### src/rtl/ext_read_seq_pkg.sv
package ext_read_seq_pkg;

    typedef enum logic [2:0] {
        ST_IDLE = 3'd0,
        ST_T1   = 3'd1,
        ST_T2   = 3'd2,
        ST_TW   = 3'd3,
        ST_T3   = 3'd4,
        ST_T4   = 3'd5
    } bus_state_e;

    typedef struct packed {
        logic cs_n;
        logic ale;
        logic rd_n;
        logic mreq_n;
        logic iorq_n;
    } bus_strobes_t;

    localparam bus_strobes_t STROBES_IDLE = '{cs_n: 1'b1, ale: 1'b0, rd_n: 1'b1,
                                             mreq_n: 1'b1, iorq_n: 1'b1};

    // Bus states in which the read strobe and address space strobe are active
    function automatic logic in_read_window(input bus_state_e st);
        return (st == ST_T2) || (st == ST_TW) || (st == ST_T3);
    endfunction

    function automatic bus_strobes_t strobes_for(input bus_state_e st,
                                                 input logic second_half,
                                                 input logic is_io);
        bus_strobes_t s;
        s = STROBES_IDLE;
        if (st == ST_T1) begin
            s.cs_n = 1'b0;
            s.ale  = ~second_half;
        end else if (in_read_window(st)) begin
            s.cs_n   = 1'b0;
            s.rd_n   = 1'b0;
            s.mreq_n = is_io;
            s.iorq_n = ~is_io;
        end
        return s;
    endfunction

endpackage

### src/rtl/ext_read_seq_phase.sv
module ext_read_seq_phase (
    input  logic clk,
    input  logic rst,
    output logic second_half
);
    always_ff @(posedge clk) begin
        if (rst) second_half <= 1'b0;
        else     second_half <= ~second_half;
    end
endmodule

### src/rtl/ext_read_seq_fsm.sv
module ext_read_seq_fsm
    import ext_read_seq_pkg::*;
#(
    parameter int unsigned ADDR_W = 24,
    parameter int unsigned DATA_W = 8
) (
    input  logic              clk,
    input  logic              rst,
    input  logic              second_half,
    input  logic              req_valid,
    input  logic [ADDR_W-1:0] req_addr,
    input  logic              req_is_io,
    input  logic              ready,
    input  logic [DATA_W-1:0] data_in,
    output logic              req_ready,
    output bus_state_e        state_q,
    output logic [ADDR_W-1:0] addr_q,
    output logic              is_io_q,
    output logic [DATA_W-1:0] data_q
);
    bus_state_e state_d;
    logic       accept;
    logic       capture;

    assign req_ready = (state_q == ST_IDLE) && second_half;
    assign accept    = req_ready && req_valid;
    assign capture   = (state_q == ST_T3) && second_half;

    always_comb begin
        state_d = state_q;
        if (second_half) begin
            unique case (state_q)
                ST_IDLE: if (req_valid) state_d = ST_T1;
                ST_T1:   state_d = ST_T2;
                ST_T2,
                ST_TW:   state_d = ready ? ST_T3 : ST_TW;
                ST_T3:   state_d = ST_T4;
                ST_T4:   state_d = ST_IDLE;
                default: state_d = ST_IDLE;
            endcase
        end
    end

    always_ff @(posedge clk) begin
        if (rst) begin
            state_q <= ST_IDLE;
            addr_q  <= '0;
            is_io_q <= 1'b0;
            data_q  <= '0;
        end else begin
            state_q <= state_d;
            if (accept) begin
                addr_q  <= req_addr;
                is_io_q <= req_is_io;
            end
            if (capture) data_q <= data_in;
        end
    end


    wait_entry_chk: assert property (@(posedge clk) disable iff (rst)
        (second_half && (state_q == ST_T2 || state_q == ST_TW) && !ready) |=> (state_q == ST_TW));


    wait_hold_chk: assert property (@(posedge clk) disable iff (rst)
        (state_q == ST_TW) |-> ($stable(addr_q) && $stable(is_io_q)));


    accept_idle_chk: assert property (@(posedge clk) disable iff (rst)
        (req_valid && req_ready) |=> (state_q == ST_T1));

endmodule

### src/rtl/ext_read_seq_strobes.sv
module ext_read_seq_strobes
    import ext_read_seq_pkg::*;
(
    input  logic       clk,
    input  logic       rst,
    input  bus_state_e state_q,
    input  logic       second_half,
    input  logic       is_io,
    output logic       cs_n,
    output logic       ale,
    output logic       rd_n,
    output logic       mreq_n,
    output logic       iorq_n,
    output logic       done
);
    bus_strobes_t s;

    always_comb begin
        s      = strobes_for(state_q, second_half, is_io);
        cs_n   = s.cs_n;
        ale    = s.ale;
        rd_n   = s.rd_n;
        mreq_n = s.mreq_n;
        iorq_n = s.iorq_n;
        done   = (state_q == ST_T4) && !second_half;
    end


    ale_half_chk: assert property (@(posedge clk) disable iff (rst)
        ale |=> !ale);


    one_space_chk: assert property (@(posedge clk) disable iff (rst)
        !(mreq_n == 1'b0 && iorq_n == 1'b0));


    done_single_chk: assert property (@(posedge clk) disable iff (rst)
        done |=> !done);

endmodule

### src/rtl/ext_read_seq.sv
module ext_read_seq
    import ext_read_seq_pkg::*;
#(
    parameter int unsigned ADDR_W = 24,
    parameter int unsigned DATA_W = 8
) (
    input  logic              clk,
    input  logic              rst,
    input  logic              req_valid,
    output logic              req_ready,
    input  logic [ADDR_W-1:0] req_addr,
    input  logic              req_is_io,
    output logic [ADDR_W-1:0] bus_addr,
    input  logic [DATA_W-1:0] bus_data_in,
    output logic              cs_n,
    output logic              ale,
    output logic              rd_n,
    output logic              mreq_n,
    output logic              iorq_n,
    input  logic              ready,
    output logic [DATA_W-1:0] rd_data,
    output logic              rd_done
);
    logic       second_half;
    bus_state_e state_q;
    logic       is_io_q;

    ext_read_seq_phase u_phase (
        .clk         (clk),
        .rst         (rst),
        .second_half (second_half)
    );

    ext_read_seq_fsm #(
        .ADDR_W (ADDR_W),
        .DATA_W (DATA_W)
    ) u_fsm (
        .clk         (clk),
        .rst         (rst),
        .second_half (second_half),
        .req_valid   (req_valid),
        .req_addr    (req_addr),
        .req_is_io   (req_is_io),
        .ready       (ready),
        .data_in     (bus_data_in),
        .req_ready   (req_ready),
        .state_q     (state_q),
        .addr_q      (bus_addr),
        .is_io_q     (is_io_q),
        .data_q      (rd_data)
    );

    ext_read_seq_strobes u_strobes (
        .clk         (clk),
        .rst         (rst),
        .state_q     (state_q),
        .second_half (second_half),
        .is_io       (is_io_q),
        .cs_n        (cs_n),
        .ale         (ale),
        .rd_n        (rd_n),
        .mreq_n      (mreq_n),
        .iorq_n      (iorq_n),
        .done        (rd_done)
    );


    rd_needs_cs_chk: assert property (@(posedge clk) disable iff (rst)
        !rd_n |-> !cs_n);

endmodule

### config.mk
export PLATFORM = sky130hd
export DESIGN_NAME = ext_read_seq
export DESIGN_NICKNAME = d
export VERILOG_FILES = /design/src/rtl/ext_read_seq_pkg.sv /design/src/rtl/ext_read_seq_phase.sv /design/src/rtl/ext_read_seq_fsm.sv /design/src/rtl/ext_read_seq_strobes.sv /design/src/rtl/ext_read_seq.sv
export SDC_FILE = /design/constraint.sdc
export NUM_CORES = 1
export LEC_CHECK = 0
export BUFFER_PORTS_ARGS = -buffer_cell sky130_fd_sc_hd__buf_2
export CAP_MARGIN = 10
export CORE_ASPECT_RATIO = 1.25
export CORE_MARGIN = 1
export CORE_UTILIZATION = 37
export CTS_CLUSTER_DIAMETER = 40
export DETAILED_ROUTE_END_ITERATION = 7
export HOLD_SLACK_MARGIN = 0.1
export PLACE_DENSITY = 0.66
export SLEW_MARGIN = 20
export SYNTH_ARGS = -nofsm -noshare
export SYNTH_HDL_FRONTEND = slang
export SYNTH_HIERARCHICAL = 1
export SYNTH_SLANG_ARGS = --single-unit
export TNS_END_PERCENT = 30
### constraint.sdc
create_clock -name clk -period 4.1 [get_ports clk]
set_input_delay 0.41 -clock clk [delete_from_list [all_inputs] [get_ports clk]]
set_output_delay 0.41 -clock clk [all_outputs]
set_load 0.01 [all_outputs]
==> run metrics <==
number of library cell types mapped by synthesis=30; total CTS buffers=5; Post-Route WL=3070 um; Crit Reg-Reg Startpoint=u_phase/second_half$_SDFF_PP0_; TritonCTS clock tree=built; slowest stage delay, CP=0.76 ns; Filler cells=426; Ports=76; worst hold path class=in -> reg; Detailed Route Iter0 Violations=50; clk root buf=clkbuf_8; final std cells w/o fill=297; core footprint=4390 um2; # DRC=0; CTS resizes=0; GRT Residual Overflow=0; placed instance count=289; Tot GR Track Use=13.3%; DRT antenna net count=0; chip width=62.4 um; Crit. End Element=flip-flop; sequential share of the synthesized area=43.9%; Peak VDD IR=225 uV; Leak=0.953 nW; WS Path Type=reg -> reg; final setup fails=0; DIE AREA=4830 um2; RSZ-0062 raised after global routing=no; Peak Freq=0.477 GHz; CTS Sinks=37; CP max FO=16; initial antenna violation count=0; Final #Nets=275; Yosys Warn Count=6; DP HPWL=2180 um; Final Hold Viols=0; Via density=4.44; Synth Register Bits=37; Layout Skew=0.00659 ns; final worst path period need=2.09 ns; Slowest-stage cell, CP=nor4b_4; hold wc startpoint=bus_data_in[6]; origin of the worst setup path=u_phase/second_half$_SDFF_PP0_; area leader, netlist=dfxtp_1; Slew Viols, Final=0; Tightest Pin Transition=0.829 ns; CTS clock-pin slew for the worst setup and hold paths=0.07 ns; H-tree depth=2; Synth top area share=43.9%; Mapped Cells=165; Synth Net Count=202; max_slew headroom=44.5%; first-pass GRT wire length=5070 um; Worst Path Buf+Inv=1; wire per inst=10.4 um; hold_buf cts=0; critical path, cell by cell=nand2b_2, nor4b_4, buf_4, mux2i_1; layout cell share with drive strength beyond 1=37.2%; CTS Buffer Depth=2; largest net degree at the start of global routing=64; top cell family by delay on the critical path=simple AND/OR/NAND/NOR gates; Clock Latency Late Sink=0.28 ns; crit share post-route=51.1%; status=finished clean; Routability Congestion=0.749; First-pass DRT Iterations=4; Rows=27; vias=1319; Post-CTS Setup Bufs=0; WP data arrival=2.31 ns; WHS=0.361 ns; Mean Syn Cell Area=10.2 um2; Initial Util=38.4%; input/output buffers=75; synth top area cells=dfxtp_1 (44%), mux2i_1 (20%), nand2b_1 (19%); pwr/cell area=367 nW/um2; total of max-cap violations=0; Die Ht=77.5 um; setup_tns=0 ns; CP required=4.32 ns; CP startpoint kind=flip-flop; Cell Area, Synth=1690 um2; area delta synth->final=30.0%; vias in the first global route=1177; number of diodes=0
-- kinds of logic (layout without fill, tap and decap cells) --
kind of cell    Yosys count  after routing  synth area share, %
simple gates             74             74                 27.4
buf+inv                  12             86                 5.12
compound gates            8              8                 3.41
xor+xnor                  1              1                0.520
mux                      33             33                 19.6
flops                    37             37                 43.9
-- area by class of cell --
cell class                      instances  area, um2  area share, %
Clock inverter                          2       37.5           1.71
Sequential cell                        37        741           33.8
Clock buffer                            6       82.6           3.77
Timing Repair Buffer                   76        383           17.5
Tap cell                               58       72.6           3.31
Inverter                                2       7.51          0.343
Multi-Input combinational cell        116        867           39.6
-- flip-flops by register name, summed over array words and instances, names as in the netlist --
name	flops
u_fsm/addr_q	24
u_phase/second_half	1
u_fsm/data_q	8
u_fsm/state_q	3
u_fsm/is_io_q	1
-- Yosys cell counts --
library cell,number
nand2_1,1
nand2b_2,1
inv_1,2
dfxtp_1,37
mux2i_1,33
or2_2,1
and4bb_1,1
a311oi_1,1
o21ai_1,1
o21bai_1,1
buf_2,1
nor4b_1,1
nor2b_1,1
nor4b_2,1
o211ai_1,1
clkbuf_1,6
nand2b_1,50
nor2_1,12
o22a_2,1
or3_1,1
nor3b_2,1
o32ai_1,1
a21oi_1,1
nor4bb_1,1
nand4b_1,1
o21ai_0,1
buf_12,2
buf_6,1
nor3_1,1
xor2_1,1
-- through the flow --
step	utilization [%]	total power [W]	instance area (um2)	setup WS, ns
6_report	49.9	0.000805	2190	2.01
5_1_grt	49.9	0.000847	2190	1.81
4_1_cts	49.9	0.000820	2190	1.96
3_5_place_dp	47.2	0.000494	2070	1.98
3_3_place_gp	47.2	0.000494	2070	2.01
2_1_floorplan	-	0.000457	1690	2.71
-- tightest hold or removal path, cell delays in order --
cell	delay [ns]
buf_2	0.08
mux2i_1	0.05
nor2_1	0.07
-- report_power, final --
group	switching [W]	internal (W)
registers	0.0000123	0.000374
logic	0.0000457	0.0000530
clock network	0.000123	0.000198
total	0.000181	0.000624
-- layer usage --
metal,GRT usage (%),vias to the layer above,wire (um)
met5,0,-,0
met4,5.58,0,57
met3,5.74,5,258
met2,22.0,52,1410
met1,14.8,568,1350
li1,-,694,-
-- placed cells by master (no fill, tap or decap), drive strengths merged --
master,count
nor3b,1
inv,2
nand2,1
clkbuf,6
a21oi,1
dfxtp,37
nand2b,51
o211ai,1
o21bai,1
and4bb,1
nand4b,1
nor4bb,1
nor4b,2
o32ai,1
clkinvlp,1
o22a,1
mux2i,33
o21ai,2
a311oi,1
or2,1
bufinv,1
nor2,12
xor2,1
nor2b,1
buf,76
or3,1
nor3,1
-- path summary, 6_finish.rpt --
kind / cells after the start / slack, ns / to
setup / recovery: 4 / 2.01 / u_fsm/addr_q[12]$_SDFFE_PP0P_
hold / removal: 3 / 0.36 / u_fsm/data_q[6]$_SDFFE_PP0P_
setup reg to reg: 4 / 2.01 / u_fsm/addr_q[12]$_SDFFE_PP0P_
hold reg to reg: 2 / 0.47 / u_fsm/addr_q[8]$_SDFFE_PP0P_
Note: power is estimated with default switching activity, not from simulation.
